<file path="src/rtl/tbp_pkg.sv">
package tbp_pkg;

   typedef logic [1:0] ctr2_t;

   localparam ctr2_t CTR_RESET = 2'd1;

   function automatic ctr2_t ctr_step(input ctr2_t c, input logic up);
      ctr2_t n;
      if (up) n = (c == 2'd3) ? c : c + 2'd1;
      else    n = (c == 2'd0) ? c : c - 2'd1;
      return n;
   endfunction

   function automatic logic ctr_dir(input ctr2_t c);
      return c[1];
   endfunction

endpackage

</file>
<file path="src/rtl/tbp_ctr_tab.sv">
module tbp_ctr_tab
   import tbp_pkg::*;
#(
   parameter int IDX_W = 4
) (
   input  logic             clk,
   input  logic             rst_n,
   input  logic [IDX_W-1:0] rd_idx,
   output ctr2_t            rd_ctr,
   input  logic             wr_en,
   input  logic [IDX_W-1:0] wr_idx,
   input  logic             wr_up
);
   localparam int DEPTH = 1 << IDX_W;

   if (IDX_W < 1 || IDX_W > 12) begin : g_bad_idx
      $error("tbp_ctr_tab: IDX_W out of range");
   end

   ctr2_t cells [DEPTH];

   always_ff @(posedge clk or negedge rst_n) begin
      if (!rst_n) begin
         for (int i = 0; i < DEPTH; i++) cells[i] <= CTR_RESET;
      end else if (wr_en) begin
         cells[wr_idx] <= ctr_step(cells[wr_idx], wr_up);
      end
   end

   assign rd_ctr = cells[rd_idx];
endmodule

</file>
<file path="src/rtl/tbp_hist_tab.sv">
module tbp_hist_tab #(
   parameter int IDX_W  = 4,
   parameter int HIST_W = 4
) (
   input  logic              clk,
   input  logic              rst_n,
   input  logic [IDX_W-1:0]  rd_idx,
   output logic [HIST_W-1:0] rd_hist,
   input  logic [IDX_W-1:0]  up_idx,
   output logic [HIST_W-1:0] up_hist,
   input  logic              up_en,
   input  logic              up_bit
);
   localparam int DEPTH = 1 << IDX_W;

   if (IDX_W < 1 || IDX_W > 12) begin : g_bad_idx
      $error("tbp_hist_tab: IDX_W out of range");
   end
   if (HIST_W < 2) begin : g_bad_hist
      $error("tbp_hist_tab: HIST_W must be at least 2");
   end

   logic [HIST_W-1:0] rows [DEPTH];

   always_ff @(posedge clk or negedge rst_n) begin
      if (!rst_n) begin
         for (int i = 0; i < DEPTH; i++) rows[i] <= '0;
      end else if (up_en) begin
         rows[up_idx] <= {rows[up_idx][HIST_W-2:0], up_bit};
      end
   end

   assign rd_hist = rows[rd_idx];
   assign up_hist = rows[up_idx];
endmodule

</file>
<file path="src/rtl/tbp_ghr.sv">
module tbp_ghr #(
   parameter int HIST_W = 4
) (
   input  logic              clk,
   input  logic              rst_n,
   input  logic              up_en,
   input  logic              up_bit,
   output logic [HIST_W-1:0] hist
);
   if (HIST_W < 2) begin : g_bad_hist
      $error("tbp_ghr: HIST_W must be at least 2");
   end

   always_ff @(posedge clk or negedge rst_n) begin
      if (!rst_n)     hist <= '0;
      else if (up_en) hist <= {hist[HIST_W-2:0], up_bit};
   end
endmodule

</file>
<file path="src/rtl/tourney_bp.sv">
module tourney_bp
   import tbp_pkg::*;
#(
   parameter int PC_W        = 16,
   parameter int HIST_W      = 4,
   parameter int GPC_W       = 2,
   parameter int GLOBAL_HASH = 0,
   parameter int LHT_IDX_W   = 4,
   parameter int CHO_IDX_W   = 4
) (
   input  logic            clk,
   input  logic            rst_n,
   input  logic [PC_W-1:0] pred_pc,
   output logic            pred_taken,
   output logic            pred_global,
   output logic            pred_local,
   input  logic            upd_valid,
   input  logic [PC_W-1:0] upd_pc,
   input  logic            upd_taken,
   input  logic            upd_global_pred,
   input  logic            upd_local_pred
);
   localparam int GIDX_W = (GLOBAL_HASH == 0) ? (GPC_W + HIST_W) : HIST_W;

   if (HIST_W < 2) begin : g_bad_hist
      $error("tourney_bp: HIST_W must be at least 2");
   end
   if (GLOBAL_HASH != 0 && GLOBAL_HASH != 1) begin : g_bad_hash
      $error("tourney_bp: GLOBAL_HASH must be 0 (concat) or 1 (xor)");
   end
   if (GLOBAL_HASH == 0 && (GPC_W < 1 || GPC_W > PC_W)) begin : g_bad_gpc
      $error("tourney_bp: GPC_W out of range");
   end
   if (GLOBAL_HASH == 1 && HIST_W > PC_W) begin : g_bad_xor
      $error("tourney_bp: HIST_W exceeds PC_W for xor hashing");
   end
   if (LHT_IDX_W > PC_W || CHO_IDX_W > PC_W) begin : g_bad_idx
      $error("tourney_bp: table index wider than PC");
   end

   logic [HIST_W-1:0] ghr;
   logic [GIDX_W-1:0] gidx_p, gidx_u;
   logic [HIST_W-1:0] lhist_p, lhist_u;
   ctr2_t             gctr_p, lctr_p, cctr_p;
   logic              g_ok, l_ok, cho_wr;

   // Global index variant
   if (GLOBAL_HASH == 0) begin : g_concat
      assign gidx_p = {pred_pc[GPC_W-1:0], ghr};
      assign gidx_u = {upd_pc[GPC_W-1:0], ghr};
   end else begin : g_xor
      assign gidx_p = pred_pc[HIST_W-1:0] ^ ghr;
      assign gidx_u = upd_pc[HIST_W-1:0] ^ ghr;
   end

   tbp_ghr #(.HIST_W(HIST_W)) u_ghr (
      .clk    (clk),
      .rst_n  (rst_n),
      .up_en  (upd_valid),
      .up_bit (upd_taken),
      .hist   (ghr)
   );

   tbp_ctr_tab #(.IDX_W(GIDX_W)) u_gtab (
      .clk    (clk),
      .rst_n  (rst_n),
      .rd_idx (gidx_p),
      .rd_ctr (gctr_p),
      .wr_en  (upd_valid),
      .wr_idx (gidx_u),
      .wr_up  (upd_taken)
   );

   tbp_hist_tab #(.IDX_W(LHT_IDX_W), .HIST_W(HIST_W)) u_lht (
      .clk     (clk),
      .rst_n   (rst_n),
      .rd_idx  (pred_pc[LHT_IDX_W-1:0]),
      .rd_hist (lhist_p),
      .up_idx  (upd_pc[LHT_IDX_W-1:0]),
      .up_hist (lhist_u),
      .up_en   (upd_valid),
      .up_bit  (upd_taken)
   );

   tbp_ctr_tab #(.IDX_W(HIST_W)) u_ltab (
      .clk    (clk),
      .rst_n  (rst_n),
      .rd_idx (lhist_p),
      .rd_ctr (lctr_p),
      .wr_en  (upd_valid),
      .wr_idx (lhist_u),
      .wr_up  (upd_taken)
   );

   // Selector learns only when the components disagree in correctness
   assign g_ok   = (upd_global_pred == upd_taken);
   assign l_ok   = (upd_local_pred == upd_taken);
   assign cho_wr = upd_valid && (g_ok ^ l_ok);

   tbp_ctr_tab #(.IDX_W(CHO_IDX_W)) u_ctab (
      .clk    (clk),
      .rst_n  (rst_n),
      .rd_idx (pred_pc[CHO_IDX_W-1:0]),
      .rd_ctr (cctr_p),
      .wr_en  (cho_wr),
      .wr_idx (upd_pc[CHO_IDX_W-1:0]),
      .wr_up  (l_ok)
   );

   assign pred_global = ctr_dir(gctr_p);
   assign pred_local  = ctr_dir(lctr_p);
   assign pred_taken  = ctr_dir(cctr_p) ? pred_local : pred_global;
endmodule

</file>
<file path="config.mk">
export PLATFORM = sky130hd
export DESIGN_NAME = tourney_bp
export DESIGN_NICKNAME = d
export VERILOG_FILES = /design/src/rtl/tbp_pkg.sv /design/src/rtl/tbp_ctr_tab.sv /design/src/rtl/tbp_hist_tab.sv /design/src/rtl/tbp_ghr.sv /design/src/rtl/tourney_bp.sv
export SDC_FILE = /design/constraint.sdc
export NUM_CORES = 1
export LEC_CHECK = 0
export ABC_AREA = 1
export ABC_CLOCK_PERIOD_IN_PS = 2330
export BUFFER_PORTS_ARGS = -buffer_cell sky130_fd_sc_hd__buf_2
export CORE_ASPECT_RATIO = 0.8
export CORE_MARGIN = 10
export CORE_UTILIZATION = 35
export CTS_BUF_LIST = sky130_fd_sc_hd__clkbuf_16
export DETAILED_ROUTE_END_ITERATION = 8
export GPL_TIMING_DRIVEN = 0
export HOLD_SLACK_MARGIN = 0.02
export PLACE_DENSITY = 0.5
export SLEW_MARGIN = 20
export SYNTH_ARGS = -nofsm -noshare
export SYNTH_HDL_FRONTEND = slang
export SYNTH_SLANG_ARGS = --single-unit
export TNS_END_PERCENT = 1
</file>
<file path="constraint.sdc">
create_clock -name clk -period 2.33 [get_ports clk]
set_input_delay 0.466 -clock clk [delete_from_list [all_inputs] [get_ports clk]]
set_output_delay 0.466 -clock clk [all_outputs]
set_load 0.005 [all_outputs]
</file>
* Yosys cells after proc, flatten, opt, wreduce, memory -nomap -nowiden
Index checks and enable logic that the tools add are counted.
** Operators by class
- Add/sub/neg operators :: 6
- $mul :: 0
- Divide/modulo/power cells :: 0
- Magnitude comparators :: 9
- Equal/unequal tests :: 5
- Shift operators :: 0
- Multiplexer cells :: 49
- Bitwise gates (word level) :: 7
- Reduce and logical (&&, ||, !) cells :: 7
** Operators by type and width (number)
- 128-bit bitwise mux :: 1
- 32-bit bitwise mux :: 2
- 64-bit bitwise mux :: 1
- 2-bit two-way mux :: 27
- 2-bit binary-select mux with 4-bit select :: 4
- 4-bit binary-select mux with 4-bit select :: 2
- 2-bit binary-select mux with 6-bit select :: 2
- 5-bit >= comparator (second input constant) :: 4
- 4-bit two-way mux :: 5
- 4-bit NOT with 5-bit output :: 4
- 2-bit demux with 4-bit select :: 2
- 4-bit demux with 4-bit select :: 1
- 7-bit >= comparator (second input constant) :: 2
- 6-bit NOT with 7-bit output :: 2
- 2-bit demux with 6-bit select :: 1
- 5-bit by 1-bit < comparator with 1-bit output (second input constant) :: 2
- 7-bit by 1-bit < comparator with 1-bit output (second input constant) :: 1
- 2-bit by 1-bit adder with 2-bit output (second input constant) :: 3
- 2-bit equality test (second input constant) :: 3
- 2-bit zero test :: 3
- 2-bit by 1-bit subtractor with 2-bit output (second input constant) :: 3
- 1-bit logical AND :: 4
- 1-bit equality test :: 2
- 1-bit two-way mux :: 1
- 1-bit XOR :: 1
** Storage, ports and cells
- Bits in registers :: 260
- Latch bits :: 0
- RAM bits :: 0
- ROM bits :: 0
- Input port bits :: 38
- Output and inout port bits :: 3
- Memories kept :: 0

* Depth between registers and ports, before layout
Gate-level depths: netlist (run 1).
- Word-level depth :: 13
- Depth in mapped cells :: 21
- Depth with buffers taken out :: 19

* Hierarchy
A second synthesis (run 1) with hierarchy kept.
** Unflattened totals
- Cells, all modules :: 2621
- Area total of the unflattened synthesis :: 16732.3 um2
** By module, submodules not included
- tbp_ctr_tab at u_gtab :: instances 1, cells each 1340, area each 8404.3 um2, sequential area each 3283.1 um2
- tbp_hist_tab :: instances 1, cells each 594, area each 3978.8 um2, sequential area each 1601.5 um2
- tbp_ctr_tab at u_ctab :: instances 1, cells each 330, area each 2095.8 um2, sequential area each 820.8 um2
- tbp_ctr_tab at u_ltab :: instances 1, cells each 332, area each 2068.2 um2, sequential area each 820.8 um2
- tbp_ghr :: instances 1, cells each 17, area each 148.9 um2, sequential area each 100.1 um2
- tourney_bp :: instances 1, cells each 8, area each 36.3 um2, sequential area each 0.0 um2

* Worst setup path after synthesis (run 1)
Ideal clock, no wire load.
- Kind :: input to output
- Start point :: input port pred_pc[0]
- End point :: output port pred_taken
- Arrival time :: 2070 ps
- Path slack :: -206 ps
- Stages :: 14
- Cells stage by stage :: clkbuf_1 clkbuf_1 o21ai_0 o211ai_1 nand3_1 nand2_1 buf_2 nand2_1 o211ai_1 nand3_1 nand3_1 nand2_1 nand2_1 nand2_1
** On the way
- Longest elaborated chain between the ends :: 9
- Elaborated cells on any way between the ends :: 16
** Ends and longest elaborated chain
- from (decl) :: RTL line tourney_bp.sv:13 : input logic [PC_W-1:0] pred_pc,
- 4-bit NOT with 5-bit output (implied by the code) :: RTL line tbp_hist_tab.sv:33 : assign rd_hist = rows[rd_idx];
- 4-bit binary-select mux with 4-bit select :: RTL line tbp_hist_tab.sv:33
- 4-bit two-way mux (implied by the code) (2 in a row) :: RTL line tbp_hist_tab.sv:33
- 4-bit NOT with 5-bit output (implied by the code) :: RTL line tbp_ctr_tab.sv:30 : assign rd_ctr = cells[rd_idx];
- 2-bit binary-select mux with 4-bit select :: RTL line tbp_ctr_tab.sv:30
- 2-bit two-way mux (implied by the code) (2 in a row) :: RTL line tbp_ctr_tab.sv:30
- net pred_local :: RTL line tourney_bp.sv:16 : output logic pred_local,
- 1-bit two-way mux :: RTL line tourney_bp.sv:112 : assign pred_taken = ctr_dir(cctr_p) ? pred_local : pred_global;
- to (decl) :: RTL line tourney_bp.sv:14 : output logic pred_taken,
The timed path passes the listed nets, and every way through them passes these cells. The select of a mux whose other input is x is not followed.

* Final worst setup path (run 1)
- Start point :: register u_ghr.hist[1]
- End point :: output port pred_taken
** On the way
- Longest elaborated chain between the ends :: 5
** Ends and longest elaborated chain
- from (decl) :: RTL line tbp_ghr.sv:8 : output logic [HIST_W-1:0] hist
- from (signal assigned) :: RTL line tbp_ghr.sv:16 : else if (up_en) hist <= {hist[HIST_W-2:0], up_bit};
- 6-bit NOT with 7-bit output (implied by the code) :: RTL line tbp_ctr_tab.sv:30
- 2-bit binary-select mux with 6-bit select :: RTL line tbp_ctr_tab.sv:30
- 2-bit two-way mux (implied by the code) (2 in a row) :: RTL line tbp_ctr_tab.sv:30
- 1-bit two-way mux :: RTL line tourney_bp.sv:112
Every way passes these cells. The select of a mux whose other input is x is not followed.

==> impl_metrics.toml, run 1 <==
[logic_synthesis]
ys_ff_latch = 260
synthCells = 1916
synth_edf_count = 0
synth_area_um2 = 14000
ys.flop_type = "dfrtp_1"
synth-seq-area-share = 0.475
syn-mean-instance-area_um2 = 7.28
yosysWarnings = 0
ys_async_sr_fraction = 1.00
syn_nets = 1954
yosysUniqueCellTypes = 42

[placement]
dpl.hpwl_um = 32600
placed_area_um2 = 14800
port_buffers = 13
gp_congestion = 0.899
pre_cts_slack_ns = -1.07
dp_cells = 2467

[clock_network]
clock_latency_ns = 0.58
cts_sinks = 260
clock_path_buffers = 3
cts_tree = "yes"
numCtsBuffers = 30
htreeDepth = 1
clk_pin_slew_ns = 0.06
cts_root_buf = "clkbuf_16"

[critical_path]
critPathBufInv = 3
cp.required_ns = 1.86
cp_cell_sequence = "buf_8 -> nand2_4 -> nor2_4 -> buf_12 -> a221oi_4 -> nand4_1 -> nand3_1 -> a21oi_1 -> or2_4 -> nand2_2 -> nand2_1 -> buf_2"
end_kind = "output port"
cp_max_fo = 10
crit_arrival_ns = 2.70
cp_top_family = "simple AND/OR/NAND/NOR gates"
crit_path_start_kind = "register"
critPathKind = "reg -> out"
crit_start = "u_ghr.hist[1]$_DFFE_PN0P_"
cp_slowest_cell = "dfrtp_1"
r2r_start = "u_ghr.hist[2]$_DFFE_PN0P_"
cpPeakStageDelay_ns = 0.39

[global_routing]
grt_max_degree = 90
track_usage = 0.198
grt_pass1_wl_um = 74700
overflow = 0
antenna_found_initial = 0
grt_pass1_vias = 12200

[routing]
dr.pass1.iters = 5
final_antenna_net_count = 0
drc = 0
vias_per_cell = 5.10
wl_per_cell_um = 19.0
dr_total_vias = 13000
wirelength_um = 48500
dr.first_iter.drc_count = 1373

[pwr]
powerDensity_nw_per_um2 = 940
p_total_mw = 15.5
power.leakage_nw = 7.57
ir_worst_vdd_mv = 0.543

[min_path]
min-delay-start = "upd_global_pred"
hp-class = "in -> reg"

[floorplan]
rows = 65
die_area_um2 = 48300
fp.dieW_um = 243
num_io_pins = 41
die_height_um = 199
core_area_um2 = 39400
start_util = 0.354

[timing]
finalHoldViolations = 0
skew_ns = 0.0188
final-setup-viol-count = 132
fmax_mhz = 315
period_share = 1.36
final_max_slew_viol_count = 0
worst_pin_slew_ns = 1.03
worst_slack_ns = -0.840
min_period_ns = 3.17
setup_tns_ns = -58.20
rsz0062_at_grt = "yes"
holdWs_ns = 0.414
max_slew_margin = 0.311

[layout]
diodes = 0
final_common_cell = "nand2_1"
fin_area_um2 = 16500
drive_gt1_frac = 0.167
n_fill_cell = 4087
final_cells = 2550
final_nets = 2028
area_growth_pct = 18.0
final_util = 0.417
most-common-layout-cells = "nand2_1 (723), inv_1 (190), dfrtp_1 (163), nor2_1 (155), nand3_1 (140)"

[flow_run]
drv_cap = 0

[status]
violations = "negative setup slack"
outcome = "finished, violations left"
==> layer usage <==
layer  track usage  part of all wire  up-vias
met2         0.282              0.41      408
met4        0.0506             0.023        0
met1         0.300              0.50     6273
met5             0                 0        -
li1              -                 -     6264
met3        0.0326             0.072       63
==> power breakdown <==
part	switching [mW]	internal, mW	total, mW
clock network	1.99	2.72	4.71
logic	2.65	1.43	4.08
registers	0.741	5.95	6.69
==> worst paths after layout <==
path,endpoint,slack (ns),cells after the start
max in group asynchronous,u_ltab.cells[24]$_DFFE_PN1P_,0.50,4
max reg2reg,u_gtab.cells[77]$_DFFE_PN0P_,-0.50,16
min in group asynchronous,u_gtab.cells[101]$_DFFE_PN0P_,0.48,2
min reg2reg,u_gtab.cells[88]$_DFFE_PN1P_,0.47,2
min,u_ctab.cells[28]$_DFFE_PN1P_,0.41,4
max,pred_taken,-0.84,12
==> final cells by class <==
class | instances | area (um^2) | share of cell area
Inverter | 201 | 785 | 0.0477
Sequential cell | 260 | 6630 | 0.403
Multi-Input combinational cell | 1385 | 6450 | 0.392
Tap cell | 536 | 671 | 0.0407
Buffer | 70 | 604 | 0.0367
Clock buffer | 31 | 776 | 0.0471
Timing Repair Buffer | 42 | 359 | 0.0218
Clock inverter | 25 | 191 | 0.0116
==> kinds of logic after synthesis <==
logic type / Yosys count / share of synthesized area
simple gates: 1116 / 0.329
flops: 260 / 0.475
buf+inv: 271 / 0.0840
xor+xnor: 2 / 0.00126
compound gates: 267 / 0.111
==> synth_stat cells (all sizes together) (4+ instances only) <==
| library cell | instances | area [um^2] |
|---|---|---|
| nand3 | 150 | 756 |
| a22o | 7 | 61.3 |
| o2111ai | 4 | 35.0 |
| a221oi | 9 | 78.8 |
| clkbuf | 23 | 86.3 |
| dfrtp | 164 | 4100 |
| nand4 | 18 | 119 |
| buf | 47 | 327 |
| a22oi | 23 | 173 |
| nor3 | 11 | 55.1 |
| nor2 | 176 | 739 |
| o21ai | 109 | 549 |
| o211ai | 21 | 158 |
| nand2 | 755 | 2890 |
| a21oi | 89 | 445 |
| dfstp | 96 | 2520 |
| inv | 199 | 752 |
==> worst min-delay path, delay by kind of cell <==
family                 cells  cell delay, ns
AO/OA/AOI/OAI              1            0.10
buffers and inverters      1            0.08
AND/OR/NAND/NOR            1            0.15
XOR/XNOR                   1            0.18
==> flip-flops by register name, indices dropped and copies added (netlist names) <==
signal and cells:
u_ghr.hist 4, u_ltab.cells 32, u_lht.rows 64, u_gtab.cells 128, u_ctab.cells 32
==> what timing repair did <==
item | CTS | global route
setup endpoints to repair | 175 | 184
resized for setup | 107 | 41
hold buffers | 1 | 0
pin swaps | 21 | 10
hold endpoints to repair | 41 | 0
setup buffers | 20 | 6
(Power assumes the default switching activity.)
==> run 2: changes to the inputs <==
--- a/config.mk
+++ b/config.mk
@@ -8,6 +8,7 @@
 export ABC_AREA = 1
 export ABC_CLOCK_PERIOD_IN_PS = 2330
 export BUFFER_PORTS_ARGS = -buffer_cell sky130_fd_sc_hd__buf_2
+export CAP_MARGIN = 20
 export CORE_ASPECT_RATIO = 0.8
 export CORE_MARGIN = 10
 export CORE_UTILIZATION = 35
@@ -16,6 +17,7 @@
 export GPL_TIMING_DRIVEN = 0
 export HOLD_SLACK_MARGIN = 0.02
 export PLACE_DENSITY = 0.5
+export SETUP_SLACK_MARGIN = 0.2
 export SLEW_MARGIN = 20
 export SYNTH_ARGS = -nofsm -noshare
 export SYNTH_HDL_FRONTEND = slang
==> impl_metrics.toml, run 2 (synthesis gave the netlist of run 1 again) <==
[global_routing]
grt_max_degree = 94
overflow = 0
antenna_found_initial = 2
grt_pass1_vias = 12400
track_usage = 0.199
grt_pass1_wl_um = 75300

[timing]
holdWs_ns = 0.420
fmax_mhz = 314
worst_slack_ns = -0.855
skew_ns = 0.0242
min_period_ns = 3.19
period_share = 1.37
final-setup-viol-count = 155
max_slew_margin = 0.331
worst_pin_slew_ns = 0.999
final_max_slew_viol_count = 0
finalHoldViolations = 0
rsz0062_at_grt = "yes"

[layout]
most-common-layout-cells = "nand2_1 (724), inv_1 (186), dfrtp_1 (164), nor2_1 (152), nand3_1 (139)"
drive_gt1_frac = 0.172
top_regs = "u_gtab.cells (128), u_lht.rows (64)"
diodes = 0
final_cells = 2553
top_register = "u_gtab.cells"
final_common_cell = "nand2_1"
final_util = 0.418
largest_reg_flops = 128
area_growth_pct = 18.3
final_nets = 2031
fin_area_um2 = 16500

[routing]
dr_total_vias = 13100
wl_per_cell_um = 19.1
wirelength_um = 48800
dr.first_iter.drc_count = 1287
vias_per_cell = 5.14
drc = 0
dr.pass1.iters = 5
final_antenna_net_count = 0

[floorplan]
start_util = 0.354
fp.dieW_um = 243
core_area_um2 = 39400
die_area_um2 = 48300
num_io_pins = 41
rows = 65
die_height_um = 199

[clock_network]
cts_tree = "yes"
clock_latency_ns = 0.58
cts_root_buf = "clkbuf_16"
clk_pin_slew_ns = 0.06
clock_path_buffers = 3
htreeDepth = 1
cts_sinks = 260
numCtsBuffers = 30

[critical_path]
cp.required_ns = 1.86
crit_arrival_ns = 2.72
crit_path_start_kind = "register"
cp_max_fo = 7
critPathKind = "reg -> out"
end_kind = "output port"

[placement]
gp_congestion = 0.875
placed_area_um2 = 14900
dp_cells = 2468
dpl.hpwl_um = 32800
pre_cts_slack_ns = -0.992
port_buffers = 13

[status]
outcome = "finished, violations left"
violations = "negative setup slack"

[pwr]
power.leakage_nw = 7.58
ir_worst_vdd_mv = 0.549
powerDensity_nw_per_um2 = 931

[min_path]
hp-class = "in -> async"

[flow_run]
drv_cap = 0
## run 2: through the flow
step                setup TNS, ns  total power [mW]
floorplan                       0              9.10
global placement         -1102.47              10.4
detailed placement        -168.77              10.5
CTS                        -47.69              15.4
global route               -68.20              16.3
finish                     -47.83              15.4
## run 2: timing repair
item | 4_1_cts | 5_1_grt
endpoints found under the hold margin | 36 | 0
cloned | 1 | 0
resized for setup | 98 | 40
pin swaps | 20 | 14
endpoints found under the setup margin | 199 | 189
hold buffers | 1 | 0
buffers inserted | 23 | 4
## run 2: routing by layer
layer,share of wire,track usage
met3,0.075,0.0318
met2,0.41,0.291
met5,0,0
met1,0.49,0.301
met4,0.021,0.0430
## run 2: layout make-up
type	count	area (um^2)
clock inverter	25	168
clock buffer	31	776
timing repair buffer	45	383
buffer	70	602
tap	536	671
fill	4049	22900
inverter	201	783
sequential	260	6630
multi-input combinational	1385	6490
## run 2: worst paths after layout
| kind | from | to | slack, ns | cells after the start |
|---|---|---|---|---|
| max in group asynchronous | rst_n | u_ltab.cells[24]$_DFFE_PN1P_ | 0.85 | 4 |
| min in group clk | upd_global_pred | u_ctab.cells[24]$_DFFE_PN1P_ | 0.43 | 4 |
| setup / recovery | u_ghr.hist[2]$_DFFE_PN0P_ | pred_taken | -0.86 | 15 |
| setup reg to reg | u_ghr.hist[2]$_DFFE_PN0P_ | u_gtab.cells[69]$_DFFE_PN0P_ | -0.42 | 17 |
| hold reg to reg | u_gtab.cells[84]$_DFFE_PN1P_ | u_gtab.cells[84]$_DFFE_PN1P_ | 0.47 | 2 |
| hold / removal | rst_n | u_gtab.cells[113]$_DFFE_PN0P_ | 0.42 | 2 |
## run 2: critical path: stages, from the launching register on
cell and delay (ns):
dfrtp_1 0.36, buf_6 0.17, clkinvlp_4 0.16, nand3_4 0.15, inv_6 0.07, buf_12 0.15, nand2_4 0.05, nand2_2 0.05
inv_2 0.04, nand4_1 0.21, nand3_1 0.19, a21oi_2 0.06, or2_4 0.28, nand2_2 0.06, nand2_1 0.05, buf_2 0.12
## run 2: report_power, final
group / total [mW] / internal, mW / leakage (nW) / switching (mW)
combinational: 4.11 / 1.42 / 3.96 / 2.69
clock: 4.59 / 2.61 / 0.480 / 1.97
sequential: 6.67 / 5.95 / 3.14 / 0.724
==> run 3: changes to the inputs <==
--- a/config.mk
+++ b/config.mk
@@ -16,7 +16,6 @@
 export DETAILED_ROUTE_END_ITERATION = 8
 export GPL_TIMING_DRIVEN = 0
 export HOLD_SLACK_MARGIN = 0.02
-export PLACE_DENSITY = 0.5
 export SETUP_SLACK_MARGIN = 0.2
 export SLEW_MARGIN = 20
 export SYNTH_ARGS = -nofsm -noshare
==> impl_metrics.toml, run 3 (synthesis gave the netlist of run 1 again) <==
[critical_path]
reg2reg_depth = 16
critPathKind = "reg -> out"
critPathBufInv = 4
cp.required_ns = 1.86
cp_slowest_cell = "dfrtp_1"
cpPeakStageDelay_ns = 0.39
crit_cells = 13
cp_max_fo = 5
r2r_setup_slack_ns = -0.42
end_kind = "output port"
cp_top_family = "simple AND/OR/NAND/NOR gates"
crit_path_start_kind = "register"
cp_cell_sequence = "buf_6 -> buf_4 -> nand3_4 -> buf_4 -> nor2_1 -> a221oi_4 -> nand4_1 -> nand3_2 -> a21oi_2 -> or2_4 -> nand2_1 -> nand2_1 -> buf_2"
crit_arrival_ns = 2.70

[timing]
period_share = 1.36
final-setup-viol-count = 131
rsz0062_at_grt = "yes"
worst_slack_ns = -0.838
fmax_mhz = 316
finalHoldViolations = 0
min_period_ns = 3.17
final_max_slew_viol_count = 0
max_slew_margin = 0.367
skew_ns = 0.0116
worst_pin_slew_ns = 0.950

[layout]
largest_reg_flops = 128
final_common_cell = "nand2_1"
final_nets = 2035
top_register = "u_gtab.cells"
final_cells = 2557
top_regs = "u_gtab.cells (128), u_lht.rows (64)"
diodes = 0
fin_area_um2 = 16700
area_growth_pct = 19.7
most-common-layout-cells = "nand2_1 (725), inv_1 (183), dfrtp_1 (163), nor2_1 (152), nand3_1 (129)"
drive_gt1_frac = 0.181

[clock_network]
clock_latency_ns = 0.58
cts_tree = "yes"
htreeDepth = 1
cts_sinks = 260
cts_root_buf = "clkbuf_16"
clock_path_buffers = 3
clk_pin_slew_ns = 0.06
numCtsBuffers = 30

[global_routing]
grt_pass1_wl_um = 71800
busiest_layer = "met2"
grt_pass1_vias = 12500
gr-usage-met1 = 0.267
antenna_found_initial = 0
met3_usage = 0.0373
overflow = 0
track_usage = 0.186
grt_max_degree = 89
gr-usage-met2 = 0.275

[floorplan]
die_area_um2 = 48300
core_area_um2 = 39400
start_util = 0.354
num_io_pins = 41
rows = 65
fp.dieW_um = 243
die_height_um = 199

[pwr]
ir_worst_vdd_mv = 0.586
power.leakage_nw = 7.64
p_total_mw = 15.5
powerDensity_nw_per_um2 = 928

[placement]
placed_area_um2 = 14900
dp_cells = 2468
dpl.hpwl_um = 30900
port_buffers = 13
gp_congestion = 0.906
pre_cts_slack_ns = -0.912

[routing]
dr_total_vias = 13400
drc = 0
wl_per_cell_um = 18.0
dr.pass1.iters = 6
wirelength_um = 46000
final_antenna_net_count = 0
dr.first_iter.drc_count = 1685
vias_per_cell = 5.23

[min_path]
hp-class = "in -> async"

[status]
violations = "negative setup slack"
outcome = "finished, violations left"

[flow_run]
drv_cap = 0
[run 3: cell count changes in the layout (fill, tap and decap cells not counted), moves of 3 or more]
cell       change
nand3_1       -10
nand3_2       +10
buf_4          -5
buf_6          +4
buf_12         +3
clkbuf_16      +3
clkinv_4       +3
inv_1          -3
nand2_2        -3
[run 3: path summary, 6_finish.rpt]
check / startpoint / to
hold / removal: rst_n / u_gtab.cells[67]$_DFFE_PN0P_
setup / recovery: u_ghr.hist[2]$_DFFE_PN0P_ / pred_taken
min in group clk: upd_global_pred / u_ctab.cells[24]$_DFFE_PN1P_
hold reg to reg: u_gtab.cells[104]$_DFFE_PN1P_ / u_gtab.cells[104]$_DFFE_PN1P_
max in group asynchronous: rst_n / u_gtab.cells[12]$_DFFE_PN1P_
setup reg to reg: u_ghr.hist[2]$_DFFE_PN0P_ / u_gtab.cells[39]$_DFFE_PN0P_
[run 3: what timing repair did]
item	4_1_cts	5_1_grt
resized for setup	103	46
gates cloned	1	1
hold buffers	1	0
buffers inserted	17	13
hold endpoints to repair	25	0
pin swaps	27	23
endpoints found under the setup margin	176	196
[run 3: cell type report]
| cell class | instances | area (um^2) |
|---|---|---|
| flip-flops and latches | 260 | 6630 |
| clock inverters | 23 | 141 |
| multi-input cells | 1385 | 6580 |
| inverters | 201 | 783 |
| clock buffers | 33 | 826 |
| repair buffers | 49 | 484 |
| well taps | 536 | 671 |
| plain buffers | 70 | 588 |
| fillers | 3971 | 22700 |
[run 3: routing by layer]
metal,vias up,part of all wire,wire length (um)
li1,6303,-,-
met1,6423,0.46,21100
met2,551,0.43,19700
met3,87,0.086,3950
met4,0,0.028,1280
met5,-,0,0
[run 3: worst register-to-register path, cell delays in order (launching register included)]
cell      delay [ns]
dfrtp_1         0.39
buf_6           0.15
buf_4           0.14
nand3_4         0.12
buf_4           0.13
nor2_1          0.05
a221oi_4        0.21
nand4_1         0.27
buf_4           0.22
nand3_1         0.06
nand2_1         0.08
nor2_1          0.09
nand2_1         0.08
clkbuf_4        0.24
buf_2           0.23
nand3_1         0.11
nand2_1         0.06
[run 3: metrics by stage]
step           setup TNS, ns  utilization  hold WS [ns]
3_5_place_dp         -142.14        0.377         0.414
3_3_place_gp        -1042.60        0.375         0.454
5_1_grt               -68.19        0.424         0.443
4_1_cts               -39.48        0.415         0.388
6_report              -47.69        0.424         0.395
2_1_floorplan              0            -         0.170
[run 3: report_power, final]
part           internal (mW)  total, mW  switching, mW
Combinational           1.47       4.11           2.65
Clock                   2.65       4.68           2.03
Sequential              5.95       6.71          0.767
Total                   10.1       15.5           5.44
